<file path="config.mk">
export PLATFORM = sky130hd
export DESIGN_NAME = sft_timer
export DESIGN_NICKNAME = d
export VERILOG_FILES = /design/src/rtl/sft_pkg.sv /design/src/rtl/sft_idle_cnt.sv /design/src/rtl/sft_history.sv /design/src/rtl/sft_threshold.sv /design/src/rtl/sft_timer.sv
export SDC_FILE = /design/constraint.sdc
export NUM_CORES = 1
export LEC_CHECK = 0
export ABC_AREA = 0
export BUFFER_PORTS_ARGS = -buffer_cell sky130_fd_sc_hd__buf_2
export CAP_MARGIN = 20
export CORE_AREA = 2 2 39 41
export DETAILED_ROUTE_END_ITERATION = 7
export DIE_AREA = 0 0 41 43
export PLACE_DENSITY = 0.61
export SYNTH_ARGS = -nofsm -noshare
export SYNTH_HDL_FRONTEND = slang
export SYNTH_SLANG_ARGS = --single-unit
</file>
<file path="constraint.sdc">
create_clock -name clk -period 1.5 [get_ports clk]
set_input_delay 0.075 -clock clk [delete_from_list [all_inputs] [get_ports clk]]
set_output_delay 0.075 -clock clk [all_outputs]
set_load 0.01 [all_outputs]
</file>
<file path="src/rtl/sft_pkg.sv">
package sft_pkg;

  typedef enum logic [1:0] {
    HIST_NEW  = 2'd0,
    HIST_OK   = 2'd1,
    HIST_FAIL = 2'd2
  } hist_e;

  localparam int unsigned CODE_W = 3;

endpackage

</file>
<file path="src/rtl/sft_idle_cnt.sv">
module sft_idle_cnt #(
  parameter int unsigned CNT_W = 4
) (
  input  logic             clk,
  input  logic             rst_n,
  input  logic             line_hi,
  input  logic             half_tick,
  output logic [CNT_W-1:0] cnt_o
);

  localparam logic [CNT_W-1:0] CNT_MAX = {CNT_W{1'b1}};

  logic [CNT_W-1:0] cnt_q;
  logic [CNT_W-1:0] cnt_d;
  logic             cnt_en;

  always_comb begin
    cnt_en = 1'b0;
    cnt_d  = cnt_q;
    if (!line_hi) begin
      cnt_en = 1'b1;
      cnt_d  = '0;
    end else if (half_tick && (cnt_q != CNT_MAX)) begin
      cnt_en = 1'b1;
      cnt_d  = cnt_q + 1'b1;
    end
  end

  always_ff @(posedge clk or negedge rst_n) begin
    if (!rst_n) begin
      cnt_q <= '0;
    end else if (cnt_en) begin
      cnt_q <= cnt_d;
    end
  end

  assign cnt_o = cnt_q;

endmodule

</file>
<file path="src/rtl/sft_history.sv">
module sft_history
  import sft_pkg::*;
#(
  parameter int unsigned N_FAIL = 4
) (
  input  logic              clk,
  input  logic              rst_n,
  input  logic [N_FAIL-1:0] fail_ev,
  input  logic              ok_ev,
  input  logic              foreign_ev,
  output hist_e             hist_o
);

  hist_e hist_q;
  hist_e hist_d;
  logic  hist_en;
  logic  any_fail;

  assign any_fail = |fail_ev;

  always_comb begin
    hist_en = 1'b1;
    hist_d  = hist_q;
    if (any_fail) begin
      hist_d = HIST_FAIL;
    end else if (ok_ev) begin
      hist_d = HIST_OK;
    end else if (foreign_ev) begin
      hist_d = HIST_NEW;
    end else begin
      hist_en = 1'b0;
    end
  end

  always_ff @(posedge clk or negedge rst_n) begin
    if (!rst_n) begin
      hist_q <= HIST_NEW;
    end else if (hist_en) begin
      hist_q <= hist_d;
    end
  end

  assign hist_o = hist_q;

endmodule

</file>
<file path="src/rtl/sft_threshold.sv">
module sft_threshold
  import sft_pkg::*;
#(
  parameter int unsigned CNT_W   = 4,
  parameter int unsigned TH_FAIL = 5,
  parameter int unsigned TH_NEW  = 8,
  parameter int unsigned TH_OK   = 12
) (
  input  logic [CODE_W-1:0] code_i,
  input  hist_e             hist_i,
  output logic [CNT_W-1:0]  thr_o
);

  localparam int unsigned N_CODES = 1 << CODE_W;

  logic [CNT_W-1:0] fixed_tbl [N_CODES];
  logic [CNT_W-1:0] auto_thr;

  assign fixed_tbl[0] = '0;
  for (genvar c = 1; c < N_CODES; c++) begin : g_code
    assign fixed_tbl[c] = CNT_W'(2 * c - 1);
  end

  always_comb begin
    unique case (hist_i)
      HIST_FAIL: auto_thr = CNT_W'(TH_FAIL);
      HIST_OK:   auto_thr = CNT_W'(TH_OK);
      default:   auto_thr = CNT_W'(TH_NEW);
    endcase
  end

  assign thr_o = (code_i == '0) ? auto_thr : fixed_tbl[code_i];

endmodule

</file>
<file path="src/rtl/sft_timer.sv">
module sft_timer
  import sft_pkg::*;
#(
  parameter int unsigned CNT_W   = 4,
  parameter int unsigned N_FAIL  = 4,
  parameter int unsigned TH_FAIL = 5,
  parameter int unsigned TH_NEW  = 8,
  parameter int unsigned TH_OK   = 12
) (
  input  logic              clk,
  input  logic              rst_n,
  input  logic              half_tick,
  input  logic              line_hi,
  input  logic              tx_req,
  input  logic [2:0]        sft_code,
  input  logic [N_FAIL-1:0] fail_ev,
  input  logic              ok_ev,
  input  logic              foreign_ev,
  output logic              grant
);

  logic [CNT_W-1:0] cnt_q;
  logic [CNT_W-1:0] thr;
  hist_e            hist_q;

  sft_idle_cnt #(.CNT_W(CNT_W)) idle_i (
    .clk       (clk),
    .rst_n     (rst_n),
    .line_hi   (line_hi),
    .half_tick (half_tick),
    .cnt_o     (cnt_q)
  );

  sft_history #(.N_FAIL(N_FAIL)) hist_i (
    .clk        (clk),
    .rst_n      (rst_n),
    .fail_ev    (fail_ev),
    .ok_ev      (ok_ev),
    .foreign_ev (foreign_ev),
    .hist_o     (hist_q)
  );

  sft_threshold #(
    .CNT_W   (CNT_W),
    .TH_FAIL (TH_FAIL),
    .TH_NEW  (TH_NEW),
    .TH_OK   (TH_OK)
  ) thr_i (
    .code_i (sft_code),
    .hist_i (hist_q),
    .thr_o  (thr)
  );

  assign grant = tx_req && line_hi && (cnt_q >= thr);

endmodule

</file>
==> impl_results.rst <==
.. list-table::
   :header-rows: 1

   * - Metric
     - Value
   * - Outcome
     - complete, but fails checks
   * - Failing checks
     - negative setup slack
   * - Synthesized-area fraction occupied by ao, oa, aoi and oai cells
     - 0.183
   * - Signed area change from the synthesized netlist to the final layout
     - 39.7%
   * - Avg Vias per Cell
     - 4.82
   * - Area taken by flip-flops and latches
     - 150 µm²
   * - Multiplexer share of the synthesized area
     - 0.0457
   * - Category of the worst setup path launch point
     - register
   * - Share of layout cells above drive strength 1
     - 0.389
   * - Worst Setup SP
     - hist_i.hist_o[1]
   * - Post-route minimum period
     - 1.97 ns
   * - Endpoint of the most critical setup path
     - grant
   * - Power density cells
     - 651 nW/µm²
   * - Post-synthesis sequential element count
     - 6
   * - Register area share after synthesis
     - 0.343
   * - Max-slew violation total from the final report
     - 0
   * - Gpl congestion
     - 0.633
   * - Max frequency
     - 508 MHz
   * - Clock tree from TritonCTS
     - done
   * - Clk pin slew, worst setup/hold paths
     - 0.04 ns
   * - Top Ports
     - 15
   * - Fill cells
     - 139
   * - Diodes inserted
     - 0
   * - Critical path peak fanout
     - 2
   * - Gate count of the mapped netlist
     - 49
   * - Std-Cell Rows
     - 14
   * - Hold WC Path Type
     - primary input to register
   * - Number of detailed-route iterations in the first pass
     - 4
   * - Grt ovf
     - 0
   * - Reg2Reg Launch Point
     - idle_i.cnt_o[0]
   * - Slew HR
     - 0.781
   * - Die extent in x
     - 41 µm
   * - Number of port buffers
     - 14
   * - Simple logic cell fraction of the synthesized area
     - 0.223
   * - Total chip power
     - 0.398 mW
   * - Kind of critical path
     - register to primary output
   * - Final setup violation count
     - 1
   * - Slack of the worst reg-to-reg path
     - 0.27 ns
   * - Portion of synthesized cell area occupied by the leading cell type
     - 0.343
   * - Effective utilization at floorplan
     - 0.316
   * - Area inside the core boundary
     - 1380 µm²
   * - Number of violations of the max-capacitance limit
     - 0
   * - Net count after synthesis
     - 69
   * - DRC marker count from the first detailed-route iteration
     - 5
   * - Worst IR drop on VDD
     - 321 µV
   * - Vertical die dimension
     - 43 µm
   * - Final Routed Wirelength
     - 836 µm
   * - Async set or reset register ratio after synthesis
     - 1.00
   * - Depth of the CTS H-tree
     - 1
   * - Ys Warns
     - 0
   * - Via Count
     - 424
   * - Number of global-route vias before repair
     - 367
   * - Worst-margin pin slew
     - 0.326 ns
   * - Final period util
     - 1.31
   * - Number of nets with antenna violations after routing
     - 0
   * - Final hold vios
     - 0
   * - Count of distinct cell types in the synthesized netlist
     - 21
   * - Main area contributors after synthesis
     - dfrtp_1 34%, ha_1 17%, nand2_1 6.0%, a21oi_1 4.6%, mux2i_1 4.6%
   * - Number of antenna violations at the first check in global routing
     - 0
   * - Worst setup margin
     - -0.468 ns
   * - Number of clock sinks
     - 6
   * - XOR/XNOR Fraction of Synth Area
     - 0
   * - Data required time of the critical path
     - 1.42 ns
   * - End of the worst register-to-register path
     - idle_i.cnt_o[1]
   * - Latest clock arrival within the worst-skew pair
     - 0.23 ns
   * - Post-Syn Area
     - 438 µm²
   * - Worst slack, placed
     - -0.273 ns
   * - EDFF count, synth
     - 0
   * - Number of nets in the finished design
     - 94
   * - Combined area of the multi-input logic cells
     - 287 µm²
   * - CP Data Arrival Time
     - 1.89 ns
   * - Total die area
     - 1760 µm²
   * - Commonest non-fill, non-tap cell in the layout
     - buf_2
   * - Adder-cell area share of the yosys netlist
     - 0.171
   * - Wire length of the first global-routing pass
     - 1320 µm
   * - Max Buffers Root-to-Sink
     - 2
   * - Most used flip-flop cell after synthesis
     - dfrtp_1
   * - Critical path endpoint category
     - primary output
   * - Clock root buffer
     - clkbuf_4
   * - Dominant combinational cell family by area after synthesis
     - simple AND/OR/NAND/NOR gates
   * - Number of buffers created by CTS
     - 3
   * - GRT Total Usage
     - 0.117
   * - Post-synth top area cell
     - dfrtp_1
   * - RSZ-0062 raised after global routing
     - true
   * - Top library cells by usage in the layout, fill and taps aside
     - 14 x buf_2, 7 x nand2_1, 6 x dfrtp_1
   * - Cell depth of the worst flop-to-flop path
     - 3
   * - Largest net degree at the start of global routing
     - 9
   * - Largest clock skew in the final design
     - 0.00148 ns
   * - Routed length per instance
     - 9.50 µm
   * - Sum of net half-perimeters after detailed placement
     - 719 µm
   * - Number of buffers inserted by post-CTS setup repair
     - 0
   * - Leakage Power
     - 0.303 nW
   * - Average footprint of a synthesized cell
     - 8.94 µm²
   * - Post-route DRC violation count
     - 0
[metrics by stage]
step | hold slack, ns | utilization | instances | cell area, µm² | TNS (ns)
4_1_cts | 0.0345 | 0.439 | 88 | 608 | -0.532
2_1_floorplan | -0.221 | - | 49 | 442 | -0.0922
3_5_place_dp | -0.101 | 0.411 | 84 | 569 | -0.273
3_3_place_gp | -0.101 | 0.411 | 84 | 569 | -0.252
5_1_grt | 0.0465 | 0.442 | 88 | 612 | -0.551
6_report | 0.0402 | 0.442 | 88 | 612 | -0.468
[per-layer routing]
| layer | wire (µm) | global-route usage | up-vias |
|---|---|---|---|
| li1 | - | - | 224 |
| met1 | 354 | 0.119 | 191 |
| met2 | 431 | 0.172 | 7 |
| met3 | 39 | 0.0471 | 2 |
| met4 | 10 | 0.100 | 0 |
| met5 | 0 | 0 | - |
[logic make-up after synthesis]
family	count (synthesis)
AOI/OAI and AO/OA	13
adders and majority gates	6
buffers and inverters	4
DFF	6
muxes	2
and+or+nand+nor	18
[registers in the layout, summed over array words and instances (netlist names)]
signal	cells
idle_i.cnt_o	4
hist_i.hist_o	2
[final cells by class]
type,count,share of cell area
Multi-Input combinational cell,39,0.468
Sequential cell,6,0.245
Inverter,4,0.0245
Timing Repair Buffer,20,0.192
Clock buffer,3,0.0368
Tap cell,16,0.0327
[cells in the mapped netlist, types with 2 or more instances]
cell     number
ha_1          6
nor2_1        4
nand2_1       7
a31oi_1       2
mux2i_1       2
dfrtp_1       6
a21oi_1       4
inv_1         4
o21ai_0       2
[timing repair]
item	4_1_cts	5_1_grt
hold endpoints to repair	6	0
pin swaps	3	2
setup endpoints to repair	1	1
resized for setup	2	2
hold buffers	1	0
[power breakdown]
part,switching (mW),total (mW),internal (mW),leakage (nW)
registers,0.00614,0.175,0.169,0.0773
clock network,0.0486,0.138,0.0898,0.0138
logic,0.0396,0.0846,0.0450,0.212
total,0.0944,0.398,0.304,0.303
[worst min-delay path by stage]
stage / cells past startpoint / end / from
3_5_place_dp: 1 / idle_i.cnt_o[3] / rst_n
5_1_grt: 3 / hist_i.hist_o[1] / fail_ev[2]
6_report: 3 / hist_i.hist_o[1] / fail_ev[2]
3_3_place_gp: 1 / idle_i.cnt_o[3] / rst_n
2_1_floorplan: 0 / hist_i.hist_o[0] / rst_n
4_1_cts: 3 / hist_i.hist_o[1] / fail_ev[2]
[worst max-delay path: stages (launching register included)]
cell	delay [ns]
dfrtp_1	0.37
ha_2	0.16
or3_4	0.33
a21boi_2	0.16
ha_1	0.27
o211ai_1	0.19
a21oi_2	0.04
buf_2	0.14
No activity file was read; power rests on OpenSTA's default activity.
